**src/rtl/tef_pkg.sv**
```systemverilog
package tef_pkg;

    localparam int PORT_W  = 8;
    localparam int NUM_CAP = 3;
    localparam int ACC_BIT = 7;
    localparam int CNT_W   = 8;
    localparam int CHAN_W  = $clog2(NUM_CAP + 1);

    // writable-bit masks, chosen by the bit-7 direction control
    localparam logic [PORT_W-1:0] WMASK_B7_OUT = 8'h03;
    localparam logic [PORT_W-1:0] WMASK_B7_IN  = 8'h83;

    typedef enum logic [1:0] {
        EDGE_OFF  = 2'b00,
        EDGE_RISE = 2'b01,
        EDGE_FALL = 2'b10,
        EDGE_ANY  = 2'b11
    } edge_sel_e;

    typedef struct packed {
        logic rise;
        logic fall;
    } pin_edge_t;

    function automatic logic [PORT_W-1:0] write_mask(input logic b7_out);
        return b7_out ? WMASK_B7_OUT : WMASK_B7_IN;
    endfunction

    function automatic logic edge_hit(input edge_sel_e sel, input pin_edge_t e);
        logic h;
        case (sel)
            EDGE_RISE: h = e.rise;
            EDGE_FALL: h = e.fall;
            EDGE_ANY:  h = e.rise | e.fall;
            default:   h = 1'b0;
        endcase
        return h;
    endfunction

    // lowest captured bit wins; bit i is reported as NUM_CAP - i
    function automatic logic [CHAN_W-1:0] chan_code(input logic [NUM_CAP-1:0] hit);
        logic [CHAN_W-1:0] c;
        c = '0;
        for (int i = NUM_CAP - 1; i >= 0; i--) begin
            if (hit[i]) c = CHAN_W'(NUM_CAP - i);
        end
        return c;
    endfunction

endpackage

```
**src/rtl/tef_port_merge.sv**
```systemverilog
module tef_port_merge
    import tef_pkg::*;
#(
    parameter int W     = PORT_W,
    parameter int NCAP  = NUM_CAP,
    parameter int ABIT  = ACC_BIT
) (
    input  logic                  clk,
    input  logic                  rst,
    input  logic                  upd,
    input  logic [W-1:0]          val,
    input  logic                  b7_out,
    output logic [W-1:0]          port_q,
    output pin_edge_t [NCAP-1:0]  cap_edge,
    output pin_edge_t             acc_edge
);

    logic [W-1:0] mask;
    logic [W-1:0] nxt;

    always_comb begin
        mask = write_mask(b7_out);
        nxt  = port_q;
        if (upd) nxt = (val & mask) | (port_q & ~mask);
    end

    always_ff @(posedge clk) begin
        if (rst) port_q <= '0;
        else     port_q <= nxt;
    end

    for (genvar g = 0; g < NCAP; g++) begin : g_cap_edge
        assign cap_edge[g].rise =  nxt[g] & ~port_q[g];
        assign cap_edge[g].fall = ~nxt[g] &  port_q[g];
    end

    assign acc_edge.rise =  nxt[ABIT] & ~port_q[ABIT];
    assign acc_edge.fall = ~nxt[ABIT] &  port_q[ABIT];

    localparam logic [W-1:0] FIXED_BITS = ~(WMASK_B7_OUT | WMASK_B7_IN);

    AST_FIXED_BITS_HOLD: assert property (@(posedge clk) disable iff (rst)
        1'b1 |=> ((port_q & FIXED_BITS) == ($past(port_q) & FIXED_BITS)))
        else $error("never-writable port bits changed");

    AST_IDLE_HOLDS_PORT: assert property (@(posedge clk) disable iff (rst)
        !upd |=> $stable(port_q))
        else $error("port changed without an update");

endmodule

```
**src/rtl/tef_capture_bank.sv**
```systemverilog
module tef_capture_bank
    import tef_pkg::*;
#(
    parameter int NCAP = NUM_CAP,
    parameter int CW   = CHAN_W
) (
    input  logic                  clk,
    input  logic                  rst,
    input  pin_edge_t [NCAP-1:0]  cap_edge,
    input  logic [2*NCAP-1:0]     edge_ctl,
    input  logic [NCAP-1:0]       flag_clr,
    output logic [NCAP-1:0]       flags_q,
    output logic                  stb_q,
    output logic [CW-1:0]         chan_q
);

    logic [NCAP-1:0] hit;

    for (genvar g = 0; g < NCAP; g++) begin : g_chan
        edge_sel_e sel;
        assign sel    = edge_sel_e'(edge_ctl[2*g +: 2]);
        assign hit[g] = edge_hit(sel, cap_edge[g]);

        // set dominates a simultaneous clear
        always_ff @(posedge clk) begin
            if (rst)                flags_q[g] <= 1'b0;
            else if (hit[g])        flags_q[g] <= 1'b1;
            else if (flag_clr[g])   flags_q[g] <= 1'b0;
        end
    end

    always_ff @(posedge clk) begin
        if (rst) begin
            stb_q  <= 1'b0;
            chan_q <= '0;
        end else begin
            stb_q  <= |hit;
            chan_q <= chan_code(hit);
        end
    end

    AST_STB_MATCHES_FLAG: assert property (@(posedge clk) disable iff (rst)
        stb_q |-> ((chan_q != '0) && flags_q[NCAP - int'(chan_q)]))
        else $error("capture strobe without matching flag");

    AST_CHAN_ZERO_IDLE: assert property (@(posedge clk) disable iff (rst)
        !stb_q |-> (chan_q == '0))
        else $error("channel number present without strobe");

endmodule

```
**src/rtl/tef_event_count.sv**
```systemverilog
module tef_event_count
    import tef_pkg::*;
#(
    parameter int CW = CNT_W
) (
    input  logic          clk,
    input  logic          rst,
    input  pin_edge_t     acc_edge,
    input  logic          en,
    input  logic          gated,
    input  logic          rise_pol,
    input  logic          ovf_clr,
    output logic [CW-1:0] cnt_q,
    output logic          ovf_q,
    output logic          wrap
);

    logic inc;

    assign inc  = en & ~gated & (rise_pol ? acc_edge.rise : acc_edge.fall);
    assign wrap = inc & (&cnt_q);

    always_ff @(posedge clk) begin
        if (rst)         cnt_q <= '0;
        else if (inc)    cnt_q <= cnt_q + 1'b1;
    end

    always_ff @(posedge clk) begin
        if (rst)          ovf_q <= 1'b0;
        else if (wrap)    ovf_q <= 1'b1;
        else if (ovf_clr) ovf_q <= 1'b0;
    end

    AST_COUNT_STEP_ONE: assert property (@(posedge clk) disable iff (rst)
        !$stable(cnt_q) |-> (cnt_q == $past(cnt_q) + 1'b1))
        else $error("event count moved by other than one");

    AST_SUPPRESSED_HOLDS: assert property (@(posedge clk) disable iff (rst)
        (!en || gated) |=> $stable(cnt_q))
        else $error("count advanced while disabled or gated");

    AST_OVF_ON_WRAP: assert property (@(posedge clk) disable iff (rst)
        $rose(ovf_q) |-> ((cnt_q == '0) && ($past(cnt_q) == '1)))
        else $error("overflow flag rose without a wrap");

endmodule

```
**src/rtl/tef_top.sv**
```systemverilog
module tef_top
    import tef_pkg::*;
(
    input  logic                clk,
    input  logic                rst,
    input  logic                pin_upd,
    input  logic [PORT_W-1:0]   pin_val,
    input  logic                b7_dir,
    input  logic                acc_en,
    input  logic                acc_gated,
    input  logic                acc_rise,
    input  logic [2*NUM_CAP-1:0] edge_ctl,
    input  logic [NUM_CAP-1:0]  cflag_clr,
    input  logic                ovf_clr,
    output logic [PORT_W-1:0]   port_q,
    output logic [NUM_CAP-1:0]  cap_flags,
    output logic                acc_ovf,
    output logic [CNT_W-1:0]    acc_count,
    output logic                cap_stb,
    output logic [CHAN_W-1:0]   cap_chan,
    output logic                irq_eval
);

    pin_edge_t [NUM_CAP-1:0] cap_edge;
    pin_edge_t               acc_edge;
    logic                    wrap;
    logic                    any_hit;

    tef_port_merge u_merge (
        .clk      (clk),
        .rst      (rst),
        .upd      (pin_upd),
        .val      (pin_val),
        .b7_out   (b7_dir),
        .port_q   (port_q),
        .cap_edge (cap_edge),
        .acc_edge (acc_edge)
    );

    tef_capture_bank u_cap (
        .clk      (clk),
        .rst      (rst),
        .cap_edge (cap_edge),
        .edge_ctl (edge_ctl),
        .flag_clr (cflag_clr),
        .flags_q  (cap_flags),
        .stb_q    (cap_stb),
        .chan_q   (cap_chan)
    );

    tef_event_count u_cnt (
        .clk      (clk),
        .rst      (rst),
        .acc_edge (acc_edge),
        .en       (acc_en),
        .gated    (acc_gated),
        .rise_pol (acc_rise),
        .ovf_clr  (ovf_clr),
        .cnt_q    (acc_count),
        .ovf_q    (acc_ovf),
        .wrap     (wrap)
    );

    // capture decision, recomputed here for the request path
    always_comb begin
        any_hit = 1'b0;
        for (int i = 0; i < NUM_CAP; i++)
            any_hit |= edge_hit(edge_sel_e'(edge_ctl[2*i +: 2]), cap_edge[i]);
    end

    always_ff @(posedge clk) begin
        if (rst) irq_eval <= 1'b0;
        else     irq_eval <= any_hit | wrap;
    end

    AST_REQ_HAS_CAUSE: assert property (@(posedge clk) disable iff (rst)
        (irq_eval && !cap_stb) |-> (acc_ovf && (acc_count == '0)))
        else $error("interrupt request without capture or wrap");

    AST_STB_RAISES_REQ: assert property (@(posedge clk) disable iff (rst)
        cap_stb |-> irq_eval)
        else $error("capture without interrupt request");

endmodule

```
**config.mk**
```make
export PLATFORM = sky130hd
export DESIGN_NAME = tef_top
export DESIGN_NICKNAME = d
export VERILOG_FILES = /design/src/rtl/tef_pkg.sv /design/src/rtl/tef_port_merge.sv /design/src/rtl/tef_capture_bank.sv /design/src/rtl/tef_event_count.sv /design/src/rtl/tef_top.sv
export SDC_FILE = /design/constraint.sdc
export NUM_CORES = 1
export LEC_CHECK = 0
export ABC_CLOCK_PERIOD_IN_PS = 2500
export BUFFER_PORTS_ARGS = -buffer_cell sky130_fd_sc_hd__buf_2
export CAP_MARGIN = 20
export CORE_MARGIN = 2
export CORE_UTILIZATION = 42
export DETAILED_ROUTE_END_ITERATION = 8
export PLACE_DENSITY = 0.82
export SLEW_MARGIN = 20
export SYNTH_ARGS = -nofsm -noshare
export SYNTH_HDL_FRONTEND = slang
export SYNTH_SLANG_ARGS = --single-unit
export TNS_END_PERCENT = 10
```
**constraint.sdc**
```tcl
create_clock -name clk -period 2.5 [get_ports clk]
set_input_delay 0.75 -clock clk [delete_from_list [all_inputs] [get_ports clk]]
set_output_delay 0.75 -clock clk [all_outputs]
set_load 0.05 [all_outputs]
```
=== Yosys cells after proc, flatten, opt, wreduce, memory -nomap -nowiden ===
Cells that the tools add are included.

* Bits in registers: 24
* Output and inout bits: 24

* Add/subtract/negate cells: 1
* Eq/ne operators: 9
* Mux-type cells: 17
* Bitwise gates (word level): 30
* Reduce and logical (&&, ||, !) cells: 6

{| class="wikitable"
|+ Operator list
! kind !! count
|-
| $and A8 B8 Y8 || 2
|-
| $mux W8 || 2
|-
| $eq A2 B2 Y1 const B || 6
|-
| $and A1 B1 Y1 || 11
|-
| $mux W1 || 10
|-
| $not A1 Y1 || 9
|-
| $pmux W1 S3 || 3
|-
| $add A8 B1 Y8 const B || 1
|-
| $not A8 Y8 || 1
|-
| $or A8 B8 Y8 || 1
|-
| $reduce_and A8 Y1 || 1
|-
| $reduce_bool A2 Y1 || 4
|-
| $eq A2 B1 Y1 const B || 3
|-
| $or A1 B1 Y1 || 6
|-
| $mux W2 || 2
|-
| $reduce_or A3 Y1 || 1
|}

=== Depth between registers and ports, before layout ===
* Depth in word-level cells: 12
* Depth in mapped cells: 7
* Gate-level depth less buffers: 7

=== Modules after synthesis ===
Synthesis repeated with hierarchy kept, for this count alone.

* Cells, all modules: 102
* Area, all modules: 970.9 µm²

{| class="wikitable"
|+ By module, submodules not included
! module !! times used !! cells each !! area an instance (µm²) !! sequential area each (µm²)
|-
| tef_event_count || 1 || 51 || 483.0 || 180.2
|-
| tef_port_merge || 1 || 27 || 224.0 || 60.1
|-
| tef_capture_bank || 1 || 19 || 215.2 || 120.1
|-
| tef_top || 1 || 5 || 48.8 || 20.0
|}

=== Worst setup path before layout ===
No wires, ideal clock.

* Kind: input-to-reg
* Start point: input pin_upd
* End point: register irq_eval
* Data arrival time: 1.884 ns
* Slack: 0.494 ns
* Cell stages on the path: 7
* Path buffers: 0
* Cell sequence: mux2i_1 > inv_1 > ha_1 > nor2b_1 > o21ai_0 > a21oi_1 > a311o_1

* Word-level cells in the longest chain between the ends: 8
* Elaborated cells between the ends (all ways): 25

{| class="wikitable"
|+ RTL lines
! element !! line !! source
|-
| start: declaration || tef_top.sv:6 || <nowiki>input logic pin_upd,</nowiki>
|-
| $mux W8 (*) || tef_port_merge.sv:24 || <nowiki>if (upd) nxt = (val & mask) | (port_q & ~mask);</nowiki>
|-
| named net u_merge.nxt[1] || tef_port_merge.sv:19 || <nowiki>logic [W-1:0] nxt;</nowiki>
|-
| $not A1 Y1 || tef_port_merge.sv:34 || <nowiki>assign cap_edge[g].fall = ~nxt[g] & port_q[g];</nowiki>
|-
| $and A1 B1 Y1 || tef_port_merge.sv:34 ||
|-
| $or A1 B1 Y1 || tef_pkg.sv:34 || <nowiki>EDGE_ANY: h = e.rise | e.fall;</nowiki>
|-
| $pmux W1 S3 (*) || tef_pkg.sv:31 || <nowiki>case (sel)</nowiki>
|-
| $or A1 B1 Y1 (*) (2 in series) || tef_top.sv:68 || <nowiki>any_hit |= edge_hit(edge_sel_e'(edge_ctl[2*i +: 2]), cap_edge[i]);</nowiki>
|-
| $or A1 B1 Y1 (*) || tef_top.sv:73 || <nowiki>else irq_eval <= any_hit | wrap;</nowiki>
|-
| end signal: assignment || tef_top.sv:73 ||
|-
| end: declaration || tef_top.sv:21 || <nowiki>output logic irq_eval</nowiki>
|}

The timed path passes the listed nets; every way through them passes the cells marked *.
A chain may end at the register's enable or synchronous reset.

=== Worst setup path in the final report ===
Ends and elaborated chain as after synthesis.

==> results by group <==
Detailed routing
  • Drt via density: between 4 and 5
  • Drt initial violations: 4
  • DR vias: around 790
  • WL/cell: 11.5 um
  • Drt total wl: 1.83 mm
  • Post-DRT Antenna Nets: 0
  • Post-route DRC violation count: 0
  • DR pass1 iterations: 4

Finish
  • Area of the multi-input gates: ~500 um^2
  • Layout area overhead: 19.4%
  • Commonest non-fill, non-tap cell in the layout: buf_2
  • Most frequent cells in the layout: buf_2, dfxtp_1, nor2_1, xnor2_1
  • Layout cells sized above 1: between 30% and 40%
  • Ant diodes: 0
  • Fillers: 195
  • Reg area: 340 um^2
  • Total Nets Final: approximately 160
  • Final instance area: 1090 um^2

Place
  • Dpl hpwl: approximately 1.5 mm
  • DP Area: about 1100 um^2
  • Number of buffers added on ports: 34
  • GP Congestion: around 0.77
  • Worst slack, placed: around 0.17 ns

Clocking
  • CTS tree: yes
  • CTS H-Tree Depth: 1
  • Worst-path clk slew: around 0.09 ns
  • Root Buffer: clkbuf_4
  • Worst skew pair latency: approximately 0.29 ns
  • CTS Hold Bufs: 0
  • Worst-case clock buffer depth: 2
  • Post-CTS Resized: 0
  • Total CTS buffers: 3
  • Setup Fix Bufs, Post-CTS: 0
  • CTS sink count: 17

Run
  • Max-Cap Viols: 0

Worst setup path
  • Worst path arrival time: approximately 2.2 ns
  • CP Cell Sequence: buf_2 -> mux2i_1 -> inv_1 -> ha_1 -> nor2b_1 -> o21ai_0 -> a21oi_1 -> a311o_1
  • CP max-delay cell: mux2i_1
  • WP depth: 8
  • Required time of the critical path: about 2.7 ns
  • Critical Path Source Type: primary input
  • Worst Path Class, Setup: in -> reg
  • Critical path peak fanout: 4
  • Worst reg2reg path depth: 7
  • Top delay family on crit path: compound AO/OA/AOI/OAI gates
  • CP max stage delay: about 0.32 ns
  • Crit path capture type: flop
  • Worst path bufs/invs: 2

Timing
  • Final Hold Vio Count: 0
  • Clock Skew: ~0.00077 ns
  • Setup Total Neg Slack: 0 ns
  • Final Hold Slack: ~0.45 ns
  • Final min period: between 2 and 2.5 ns
  • Final Cycle Share: 80.4%
  • Final Setup Violations: 0
  • Fmax: 497 MHz
  • RSZ-0062 raised after global routing: no
  • Max-slew violation count: 0
  • Setup ws final: roughly 0.5 ns

Synth
  • Cells after synthesis: a little under 100
  • Yosys Warn Count: 0
  • Post-synthesis area per instance: between 9 and 10 um^2
  • Synth Area in XOR/XNOR: under 10%
  • Post-synth cell types: 27
  • Sequential element share of the synthesized area: 37.1%
  • Mapped Area: approximately 920 um^2
  • Synthesized-area fraction occupied by adder cells: 6.82%
  • Largest family of logic cells by synthesized area: simple AND/OR/NAND/NOR gates
  • Post-synthesis compound-gate area fraction: about 15%
  • FF+latch count, synth: 17
  • Mux contribution to synthesized area: between 4 and 5%
  • Simple-Gate Fraction of Synth Area: 19.2%

Status
  • Status: complete, no violations

Global route
  • Initial antenna violation count: 0
  • Gr usage total: 16.2%
  • First-pass GRT wire length: around 3 mm
  • Overflow after GRT: 0
  • Largest net degree at the start of global routing: 18
  • Vias in the first global route: 710

Worst hold path
  • Worst min-delay path class: reg -> reg
  • Hold depth: 1

Die
  • I/O pins: 49
  • Die X: about 51 um
  • Die height: just over 50 um
  • Core area: 2000 um^2
  • Initial core utilization: between 40 and 50%
  • Cell Rows: 16
  • Die area: about 2600 um^2

Pwr
  • Leak pwr: about 0.51 nW
  • VDD IR max: 243 uV
  • P per Cell Area: between 500 and 600 nW/um^2
[cells in the mapped netlist, drive strengths merged]
master   number  area share [%]
mux2i         4             4.4
nand3b        3             2.5
or2           1            0.68
nor2         15             6.1
nand3         4             2.2
inv           6             2.5
ha            5             6.8
a2111oi       3             6.3
conb          1            0.41
a311o         1             1.1
nand2b        1            0.68
buf           8             7.0
a21o          2             1.6
nand4bb       1             1.2
nor2b         5             3.4
or3b          1            0.96
a211oi        3             2.5
o21ai         2             1.1
nand4         1            0.68
nand2         2            0.82
clkbuf        2            0.82
dfxtp        17              37
xnor2         7             6.7
a21oi         4             2.6
[logic make-up (layout without fill, tap and decap cells)]
logic type                 count (synthesis)  count (layout)
and+or+nand+nor                           34              34
other                                      1               6
DFF                                       17              17
AOI/OAI and AO/OA                         15              15
muxes                                      4               4
buffers and inverters                     16              44
adders and majority gates                  5               5
xor gates and xnor gates                   7               7
[power breakdown]
| group | switching [W] | internal, W | leakage [nW] | total, W |
|---|---|---|---|---|
| Clock | 0.0000810 | 0.0000621 | 0.0150 | 0.000143 |
| Combinational | 0.0000911 | 0.0000323 | 0.353 | 0.000123 |
| Sequential | 0.00000489 | 0.000280 | 0.138 | 0.000285 |
| Total | 0.000177 | 0.000375 | 0.506 | 0.000552 |
[state kept, by name, summed over array words and instances (netlist names)]
register        count
u_cap.chan_q        1
u_cap.flags_q       2
u_cnt.ovf_q         1
u_cap.stb_q         1
u_cnt.cnt_q         8
irq_eval            1
u_merge.port_q      3
[final timing paths]
check	from	endpoint	slack [ns]
min reg2reg	u_cap.flags_q[1]	u_cap.flags_q[1]	0.45
min	u_cap.flags_q[1]	u_cap.flags_q[1]	0.45
max reg2reg	u_merge.port_q[1]	irq_eval	0.82
max	pin_upd	irq_eval	0.49
[metal layers]
layer | share of wire [%] | GRT usage, % | up-vias
met5 | 0 | 0 | -
met4 | 2.7 | 10.8 | 0
met3 | 5.4 | 1.79 | 5
met2 | 50 | 26.5 | 28
met1 | 42 | 19.9 | 365
li1 | - | - | 390
[layout make-up]
| class | instances | area share, % |
|---|---|---|
| flip-flops and latches | 17 | 31.1 |
| multi-input cells | 71 | 45.8 |
| inverters | 6 | 2.06 |
| well taps | 27 | 3.09 |
| clock buffers | 4 | 2.40 |
| repair buffers | 34 | 15.5 |
[metrics by stage]
step | power, W | std cells | utilization (%)
floorplan | 0.000394 | 104 | -
detailed placement | 0.000415 | 155 | 53.4
finish | 0.000552 | 159 | 54.7
global placement | 0.000411 | 155 | 53.4
CTS | 0.000560 | 159 | 54.7
global route | 0.000583 | 159 | 54.7
Power figures use the tool's default switching activity.
